--- config.mk ---
export PLATFORM = sky130hd
export DESIGN_NAME = idle_gap_inserter
export DESIGN_NICKNAME = d
export VERILOG_FILES = /design/src/rtl/idle_ins_pkg.sv /design/src/rtl/idle_prog_sel.sv /design/src/rtl/idle_timing_sel.sv /design/src/rtl/idle_seq_sum.sv /design/src/rtl/idle_hold_ctr.sv /design/src/rtl/idle_gap_inserter.sv
export SDC_FILE = /design/constraint.sdc
export NUM_CORES = 1
export LEC_CHECK = 0
export BUFFER_PORTS_ARGS = -buffer_cell sky130_fd_sc_hd__buf_2
export CAP_MARGIN = 20
export CORE_ASPECT_RATIO = 0.5
export CORE_MARGIN = 2
export CORE_UTILIZATION = 57
export DETAILED_ROUTE_END_ITERATION = 7
export PLACE_DENSITY = 0.9
export SYNTH_ARGS = -nofsm -noshare
export SYNTH_HDL_FRONTEND = slang
export SYNTH_HIERARCHICAL = 1
export SYNTH_SLANG_ARGS = --single-unit
--- constraint.sdc ---
create_clock -name clk -period 11.7 [get_ports clk]
set_input_delay 0 -clock clk [delete_from_list [all_inputs] [get_ports clk]]
set_output_delay 0 -clock clk [all_outputs]
set_load 0.01 [all_outputs]
--- src/rtl/idle_ins_pkg.sv ---
package idle_ins_pkg;
  localparam int CODE_W  = 3;
  localparam int TF_W    = 2;
  localparam int CNT_W   = 4;
  localparam int CNT_MAX = (1 << CNT_W) - 1;
  localparam int NSRC    = 4;

  typedef enum logic [1:0] {
    K_DMA = 2'd0,
    K_WW  = 2'd1,
    K_RW  = 2'd2,
    K_RR  = 2'd3
  } acc_kind_e;

  // gap code -> cycles: 0,1,2 then 2*(code-1)
  function automatic logic [CNT_W-1:0] code_cycles(input logic [CODE_W-1:0] code);
    logic [CNT_W-1:0] wide;
    wide = CNT_W'(code);
    if (code < CODE_W'(3)) return wide;
    return (wide - CNT_W'(1)) << 1;
  endfunction
endpackage

--- src/rtl/idle_prog_sel.sv ---
module idle_prog_sel
  import idle_ins_pkg::*;
(
  input  logic              dma_i,
  input  logic              prev_wr_i,
  input  logic              next_wr_i,
  input  logic              same_space_i,
  input  logic [CODE_W-1:0] dma_code_i,
  input  logic [CODE_W-1:0] ww_code_i,
  input  logic [CODE_W-1:0] rw_diff_code_i,
  input  logic [CODE_W-1:0] rw_same_code_i,
  input  logic [CODE_W-1:0] rr_diff_code_i,
  input  logic [CODE_W-1:0] rr_same_code_i,
  output logic [CNT_W-1:0]  cyc_o
);
  acc_kind_e         kind;
  logic [CODE_W-1:0] code;

  always_comb begin
    if (dma_i)          kind = K_DMA;
    else if (next_wr_i) kind = K_WW;
    else if (prev_wr_i) kind = K_RW;
    else                kind = K_RR;
  end

  always_comb begin
    case (kind)
      K_DMA: code = dma_code_i;
      K_WW:  code = ww_code_i;
      K_RW:  code = same_space_i ? rw_same_code_i : rw_diff_code_i;
      K_RR:  code = same_space_i ? rr_same_code_i : rr_diff_code_i;
      default: code = '0;
    endcase
  end

  assign cyc_o = code_cycles(code);
endmodule

--- src/rtl/idle_timing_sel.sv ---
module idle_timing_sel
  import idle_ins_pkg::*;
#(
  parameter int TF_N = 3
) (
  input  logic                 tm_sel_i,
  input  logic [TF_N*TF_W-1:0] tm_fields_i,
  input  logic                 wmask_i,
  output logic [CNT_W-1:0]     cyc_o
);
  logic [CNT_W-1:0] fcyc [TF_N];
  logic [CNT_W-1:0] best;

  for (genvar g = 0; g < TF_N; g++) begin : g_field
    assign fcyc[g] = CNT_W'(tm_fields_i[g*TF_W +: TF_W]) + CNT_W'(1);
  end

  always_comb begin
    best = '0;
    for (int i = 0; i < TF_N; i++)
      if (fcyc[i] > best) best = fcyc[i];
  end

  assign cyc_o = tm_sel_i ? best : {{(CNT_W-1){1'b0}}, wmask_i};
endmodule

--- src/rtl/idle_seq_sum.sv ---
module idle_seq_sum
  import idle_ins_pkg::*;
#(
  parameter int CHAIN_N = 3,
  parameter int CH_W    = 2
) (
  input  logic [CHAIN_N*CH_W-1:0] chain_i,
  output logic [CNT_W-1:0]        cyc_o
);
  localparam int SUM_W = CH_W + $clog2(CHAIN_N + 1);

  logic [SUM_W-1:0] part [CHAIN_N+1];

  assign part[0] = '0;
  for (genvar g = 0; g < CHAIN_N; g++) begin : g_stage
    assign part[g+1] = part[g] + SUM_W'(chain_i[g*CH_W +: CH_W]);
  end

  always_comb begin
    if (int'(part[CHAIN_N]) > CNT_MAX) cyc_o = CNT_W'(CNT_MAX);
    else                               cyc_o = CNT_W'(part[CHAIN_N]);
  end
endmodule

--- src/rtl/idle_hold_ctr.sv ---
module idle_hold_ctr
  import idle_ins_pkg::*;
(
  input  logic             clk,
  input  logic             rst_n,
  input  logic             load_i,
  input  logic [CNT_W-1:0] load_val_i,
  input  logic             req_valid_i,
  output logic             req_ready_o,
  output logic             idle_o,
  output logic             grant_o,
  output logic [CNT_W-1:0] cnt_o
);
  logic [CNT_W-1:0] cnt_q, dec, nxt;
  logic             pend_q;

  assign dec = (cnt_q != '0) ? cnt_q - CNT_W'(1) : '0;

  always_comb begin
    nxt = dec;
    if (load_i && (load_val_i > dec)) nxt = load_val_i;
  end

  assign req_ready_o = (cnt_q == '0) && !(load_i && (load_val_i != '0));
  assign grant_o     = req_ready_o && (req_valid_i || pend_q);
  assign idle_o      = (cnt_q != '0);
  assign cnt_o       = cnt_q;

  always_ff @(posedge clk or negedge rst_n) begin
    if (!rst_n) begin
      cnt_q  <= '0;
      pend_q <= 1'b0;
    end else begin
      cnt_q <= nxt;
      if (grant_o)                         pend_q <= 1'b0;
      else if (req_valid_i && !req_ready_o) pend_q <= 1'b1;
    end
  end
endmodule

--- src/rtl/idle_gap_inserter.sv ---
module idle_gap_inserter
  import idle_ins_pkg::*;
#(
  parameter int TF_N    = 3,
  parameter int CHAIN_N = 3,
  parameter int CH_W    = 2
) (
  input  logic                    clk,
  input  logic                    rst_n,
  input  logic                    acc_done_i,
  input  logic                    dma_i,
  input  logic                    prev_wr_i,
  input  logic                    next_wr_i,
  input  logic                    same_space_i,
  input  logic [CODE_W-1:0]       dma_code_i,
  input  logic [CODE_W-1:0]       ww_code_i,
  input  logic [CODE_W-1:0]       rw_diff_code_i,
  input  logic [CODE_W-1:0]       rw_same_code_i,
  input  logic [CODE_W-1:0]       rr_diff_code_i,
  input  logic [CODE_W-1:0]       rr_same_code_i,
  input  logic                    tm_sel_i,
  input  logic [TF_N*TF_W-1:0]    tm_fields_i,
  input  logic                    wmask_i,
  input  logic [CHAIN_N*CH_W-1:0] chain_i,
  input  logic                    type_chg_i,
  input  logic [CODE_W-1:0]       type_code_i,
  input  logic                    req_valid_i,
  output logic                    req_ready_o,
  output logic                    idle_o,
  output logic                    grant_o
);
  logic [CNT_W-1:0] src [NSRC];
  logic [CNT_W-1:0] gap_max;
  logic [CNT_W-1:0] idle_cnt;

  idle_prog_sel u_prog (
    .dma_i          (dma_i),
    .prev_wr_i      (prev_wr_i),
    .next_wr_i      (next_wr_i),
    .same_space_i   (same_space_i),
    .dma_code_i     (dma_code_i),
    .ww_code_i      (ww_code_i),
    .rw_diff_code_i (rw_diff_code_i),
    .rw_same_code_i (rw_same_code_i),
    .rr_diff_code_i (rr_diff_code_i),
    .rr_same_code_i (rr_same_code_i),
    .cyc_o          (src[0])
  );

  idle_timing_sel #(.TF_N(TF_N)) u_timing (
    .tm_sel_i    (tm_sel_i),
    .tm_fields_i (tm_fields_i),
    .wmask_i     (wmask_i),
    .cyc_o       (src[1])
  );

  idle_seq_sum #(.CHAIN_N(CHAIN_N), .CH_W(CH_W)) u_chain (
    .chain_i (chain_i),
    .cyc_o   (src[2])
  );

  assign src[3] = type_chg_i ? code_cycles(type_code_i) : '0;

  always_comb begin
    gap_max = '0;
    for (int i = 0; i < NSRC; i++)
      if (src[i] > gap_max) gap_max = src[i];
  end

  idle_hold_ctr u_ctr (
    .clk         (clk),
    .rst_n       (rst_n),
    .load_i      (acc_done_i),
    .load_val_i  (gap_max),
    .req_valid_i (req_valid_i),
    .req_ready_o (req_ready_o),
    .idle_o      (idle_o),
    .grant_o     (grant_o),
    .cnt_o       (idle_cnt)
  );
endmodule

### Word level (Yosys, flattened, before mapping)

Index checks and enable logic that the tools add are counted.
W data, S select, Z words.

| storage, ports and cells | value |
|---|---|
| register bits after elaboration | 5 |
| logic and storage cells | 61 |

| operators by class | value |
|---|---|
| $add $sub $neg | 8 |
| magnitude comparators | 10 |
| equality and inequality tests | 3 |
| mux-type cells | 25 |
| reductions and logical operators | 13 |

Operators by type and width:

| cell | number |
|---|---|
| $mux W4 | 15 |
| $gt A4 B4 Y1 | 6 |
| $pmux W3 S4 | 1 |
| $add A2 B1 Y3 const B | 3 |
| $gt A4 B1 Y1 const B | 2 |
| $reduce_bool A4 Y1 | 2 |
| $lt A3 B2 Y1 const B | 2 |
| $mux W3 | 2 |
| $sub A3 B1 Y3 const B | 2 |
| $logic_and A1 B1 Y1 | 5 |
| $mux W1 | 5 |
| $add A4 B2 Y4 | 1 |
| $eq A2 B2 Y1 const B | 2 |
| $logic_not A4 Y1 | 1 |
| $mux W2 | 2 |
| $sub A4 B1 Y4 const B | 1 |
| $add A2 B2 Y3 | 1 |
| $eq A2 B1 Y1 const B | 1 |
| $logic_not A1 Y1 | 2 |
| $logic_not A2 Y1 | 1 |
| $reduce_bool A2 Y1 | 1 |
| $logic_or A1 B1 Y1 | 1 |

### Longest topological paths before layout

| logic depth | value |
|---|---|
| depth after elaboration | 24 |
| gate-level depth with buffers | 40 |
| gate-level depth less buffers | 39 |

### Hierarchy

The synthesis kept the hierarchy.

By module, submodules not included:

| module | instances | cells an instance | area an instance (um^2) | seq. area each (um^2) |
|---|---|---|---|---|
| idle_gap_inserter | 1 | 75 | 573.0 | 0.0 |
| idle_hold_ctr | 1 | 38 | 352.8 | 125.1 |
| idle_timing_sel | 1 | 37 | 326.6 | 0.0 |
| idle_prog_sel | 1 | 27 | 205.2 | 0.0 |
| idle_seq_sum | 1 | 12 | 110.1 | 0.0 |

### Least setup slack after synthesis

Ideal clock, no wire load.

| timing path | value |
|---|---|
| kind | input to register |
| from | input tm_fields_i[2] |
| to | register u_ctr.cnt_q[0] (netlist: u_ctr/cnt_o[0]) |
| arrival | 6.774 ns |
| path slack | 4.801 ns |
| stages on the path | 35 |
| path buffers | 1 |
| cells stage by stage | ha_1 -> ha_1 -> nor2b_4 -> o311a_4 -> mux2i_1 -> ha_1 -> a211oi_1 -> or2_2 -> a31o_1 -> inv_1 -> ha_1 -> and4_2 -> a21oi_4 -> nor2_1 -> a21oi_1 -> ha_1 -> a21o_1 -> a221o_1 -> a21oi_1 -> nand2_2 -> mux2_2 -> ha_1 -> o21ai_0 -> nand2b_1 -> a21oi_1 -> a41oi_1 -> clkbuf_1 -> a211o_2 -> nand3_1 -> inv_1 -> ha_1 -> nand4_1 -> nand2_1 -> a21oi_2 -> mux2_2 |

RTL lines:

| what | line | text |
|---|---|---|
| from (decl) | idle_gap_inserter.sv:22 | `input logic [TF_N*TF_W-1:0] tm_fields_i,` |
| to (signal assigned) | idle_hold_ctr.sv:34 | `cnt_q <= nxt;` |
| to (decl) | idle_hold_ctr.sv:14 | `logic [CNT_W-1:0] cnt_q, dec, nxt;` |

==> tab_implementation.tex <==
\begin{tabular}{lr}
\hline
Metric & Value \\
\hline
\multicolumn{2}{l}{\textbf{Run status}} \\
\quad Result of the run & completed \\
\multicolumn{2}{l}{\textbf{Cells and area}} \\
\quad Area of the multi-input gates & approximately 1300 µm² \\
\quad Cell area after layout & 1870 µm² \\
\quad Utilization after layout & a little under three quarters \\
\quad Non-filler instance count after layout & 273 \\
\quad Commonest non-fill, non-tap cells in the layout & sky130\_fd\_sc\_hd\_\_buf\_2 (46), sky130\_fd\_sc\_hd\_\_ha\_1 (31), sky130\_fd\_sc\_hd\_\_inv\_1 (24) \\
\quad Fill cells & 215 \\
\quad Layout cell share with drive strength beyond 1 & 31.4\% \\
\quad Area of all sequential standard cells & 125 µm² \\
\quad Number of nets in the finished design & 314 \\
\quad Final antenna diode count & 0 \\
\quad Most common cell after layout, fill and taps aside & sky130\_fd\_sc\_hd\_\_buf\_2 \\
\quad Layout overhead on the synthesized area & 19.5\% \\
\multicolumn{2}{l}{\textbf{Detailed routing}} \\
\quad Number of routed nets with antenna violations & 0 \\
\quad Violation count after the first detailed-route iteration & 93 \\
\quad Vias post-DR & 1517 \\
\quad Total length of routed wires & 3710 µm \\
\quad Wirelength per Cell & 13.6 µm \\
\quad DRC Markers & 0 \\
\quad DRT Pass-1 Iters & 4 \\
\quad Average vias per placed instance & 5.56 \\
\multicolumn{2}{l}{\textbf{Place}} \\
\quad Dpl hpwl & 3240 µm \\
\quad Gp weighted congestion & 0.841 \\
\quad Port-buffer cells & 46 \\
\quad Placed Area & 1820 µm² \\
\quad Inst Count DP & about 270 \\
\multicolumn{2}{l}{\textbf{Timing}} \\
\quad Max-slew violation count & 0 \\
\quad Worst hold slack after final layout & $\sim$0.0079 ns \\
\quad Least-Margin Pin Slew & 0.842 ns \\
\quad Ratio of final minimum period to clock period & 68.2\% \\
\quad Final Hold Fails & 0 \\
\quad Maximum clock skew at final layout & 0.000795 ns \\
\quad Highest clock rate & 125 MHz \\
\quad Unrepaired setup endpoints after global routing & no \\
\quad Worst relative slew slack & around 43\% \\
\quad Time the worst path needs with I/O delays and setup & between 7 and 8 ns \\
\quad Setup Total Neg Slack & 0 ns \\
\quad Final setup vio count & 0 \\
\multicolumn{2}{l}{\textbf{Worst setup path}} \\
\quad Critical Path End Type & flip-flop \\
\quad Gate family responsible for the most delay along the worst path & compound AO/OA/AOI/OAI gates \\
\quad RR Endpoint & u\_ctr/cnt\_o[0] \\
\quad Data arrival time of the critical path & 8.09 ns \\
\quad Class of the most critical setup path & input port to flip-flop \\
\quad Worst path bufs/invs & 2 \\
\quad Slowest Stage Delay on Critical Path & 0.65 ns \\
\quad Worst Reg-to-Reg Cells & 8 \\
\quad Cell occurring most often along the worst timing path & sky130\_fd\_sc\_hd\_\_ha\_1 \\
\quad Endpoint required time on the critical path & around 12 ns \\
\quad Worst r2r src & u\_ctr/cnt\_o[1] \\
\quad Highest fanout seen on the critical path & 11 \\
\quad First element of the critical path & tm\_fields\_i[2] \\
\quad Type of origin of the critical path & input port \\
\quad FF-to-FF setup slack & 9.46 ns \\
\quad Slowest cell on the critical path & sky130\_fd\_sc\_hd\_\_a41oi\_1 \\
\multicolumn{2}{l}{\textbf{CTS}} \\
\quad Register clock-pin slew on the reported worst setup and hold paths & 0.03 ns \\
\quad Number of clock sinks & 5 \\
\quad Clock Latency Late Sink & 0.22 ns \\
\quad Count of buffers added by post-CTS timing repair for setup & 0 \\
\quad Number of clock buffers inserted by TritonCTS & 3 \\
\quad Post-cts sizing count & 0 \\
\quad Clock tree from TritonCTS & done \\
\quad Clock buffer depth & 2 \\
\quad CTS Root Cell & sky130\_fd\_sc\_hd\_\_clkbuf\_8 \\
\quad H-tree Lvls & 1 \\
\multicolumn{2}{l}{\textbf{Power}} \\
\quad Worst vdd ir & 0.0824 mV \\
\quad Static Leakage & 0.966 nW \\
\quad Cell Pwr Density & about 180 nW/µm² \\
\multicolumn{2}{l}{\textbf{Worst hold path}} \\
\quad Beginning of the worst hold path & req\_valid\_i \\
\quad Hold endpoint & u\_ctr/pend\_q \\
\quad Hold-critical path depth & 3 \\
\quad Hold Path Class & input port to flip-flop \\
\multicolumn{2}{l}{\textbf{GRT}} \\
\quad Antenna violations before repair & 0 \\
\quad Wire length of the first global-routing pass & 6110 µm \\
\quad Remaining Overflow, GRT & 0 \\
\quad Vias in the first global route & 1469 \\
\quad Maximum number of pins on one net before global-route repair & 12 \\
\quad Global routing usage summed across all routing layers & 24.6\% \\
\multicolumn{2}{l}{\textbf{Yosys}} \\
\quad Number of flip-flops and latches in the synthesized netlist & 5 \\
\quad Mean instance size in the synthesized netlist & 8.29 µm² \\
\quad Number of synthesized flops with an enable pin & 0 \\
\quad Ys flop type & sky130\_fd\_sc\_hd\_\_dfrtp\_1 \\
\quad Synthesized instance count & 189 \\
\quad Count of distinct cell types in the synthesized netlist & 57 \\
\quad Sequential fraction of the synthesis area & 7.98\% \\
\quad Netlist area before placement & 1570 µm² \\
\quad Total of warnings raised by yosys & 6 \\
\quad FFs w/ async S/R, synth & 100\% \\
\quad Synthesized Nets & 266 \\
\multicolumn{2}{l}{\textbf{Floorplan}} \\
\quad Std cell rows & 13 \\
\quad Number of top-level pins & 47 \\
\quad Floorplan die area & approximately 3200 µm² \\
\quad Die Y-Extent & 41.1 µm \\
\quad Horizontal die dimension & 78.2 µm \\
\quad Initial Util & 60.2\% \\
\quad Core Footprint & 2600 µm² \\
\multicolumn{2}{l}{\textbf{Job}} \\
\quad \# Max-Cap Violations & 0 \\
\hline
\end{tabular}
## sequential cells by signal, summed over array words and instances, names as in the netlist
register	flops
u_ctr/cnt_o	4
u_ctr/pend_q	1
## tightest hold or removal path, cell delays in order
cell and delay (ns):
sky130_fd_sc_hd__buf_2 0.08, sky130_fd_sc_hd__nor2_1 0.04, sky130_fd_sc_hd__nor2_1 0.07
## routing by layer
metal / track usage (%) / share of wire (%) / vias to the layer above
met3: 2.86 / 2.3 / 6
met1: 25.3 / 42 / 711
li1: - / - / 771
met4: 10.5 / 1.3 / 0
met2: 54.7 / 54 / 29
met5: 0 / 0 / -
## cell usage after synthesis (all sizes together), types with 2 or more instances
master | instances | area (µm²)
a211o | 3 | 30.0
a21oi | 17 | 104
buf | 2 | 18.8
clkbuf | 2 | 7.51
dfrtp | 5 | 125
fa | 2 | 40.0
ha | 31 | 388
inv | 24 | 90.1
mux2 | 5 | 56.3
mux2i | 15 | 161
nand2 | 15 | 58.8
nand2b | 4 | 25.0
nand3 | 2 | 10.0
nand3b | 2 | 15.0
nand4b | 2 | 17.5
nor2 | 13 | 48.8
nor2b | 4 | 35.0
nor3b | 3 | 22.5
o211ai | 2 | 20.0
o21ai | 6 | 30.0
o22ai | 3 | 25.0
o311ai | 2 | 25.0
or2 | 3 | 18.8
## what timing repair did
action,CTS,global route
endpoints found under the setup margin,0,0
hold buffers,1,0
hold endpoints to repair,5,0
## metrics by stage
stage          total power [mW]  setup WS [ns]
3_5_place_dp              0.296           3.62
5_1_grt                   0.369           3.04
3_3_place_gp              0.276           3.99
4_1_cts                   0.329           3.81
6_report                  0.334           3.72
2_1_floorplan             0.237           4.80
## final cells by class
type | count | area share, %
flip-flops and latches | 5 | 6.68
clock buffers | 4 | 2.40
well taps | 37 | 2.47
multi-input cells | 155 | 69.9
inverters | 25 | 5.74
repair buffers | 47 | 12.8
## logic make-up (layout without fill, tap and decap cells)
kind of cell	count (synthesis)	after routing	share of synthesized area, %
adder cells (fa/ha/maj)	33	33	27.3
AND/OR/NAND/NOR	56	56	19.9
AO/OA/AOI/OAI	44	44	21.6
other	1	1	0.239
buffers and inverters	29	76	8.54
multiplexers	20	20	13.9
flip-flops	5	5	7.98
XOR/XNOR	1	1	0.559
## power breakdown
| part | internal, mW | switching (mW) | leakage [nW] | total (mW) |
|---|---|---|---|---|
| Clock | 0.0234 | 0.00844 | 0.0228 | 0.0318 |
| Combinational | 0.123 | 0.150 | 0.880 | 0.273 |
| Sequential | 0.0247 | 0.00398 | 0.0630 | 0.0287 |
## worst max-delay path by stage
stage                      to  slack (ns)  cells past startpoint
3_3_place_gp   u_ctr/cnt_o[0]        3.99                     35
4_1_cts        u_ctr/cnt_o[0]        3.81                     36
2_1_floorplan  u_ctr/cnt_o[0]        4.80                     35
3_5_place_dp   u_ctr/cnt_o[0]        3.62                     36
5_1_grt        u_ctr/cnt_o[0]        3.04                     36
6_report       u_ctr/cnt_o[0]        3.72                     35
Power figures use the tool's default switching activity.
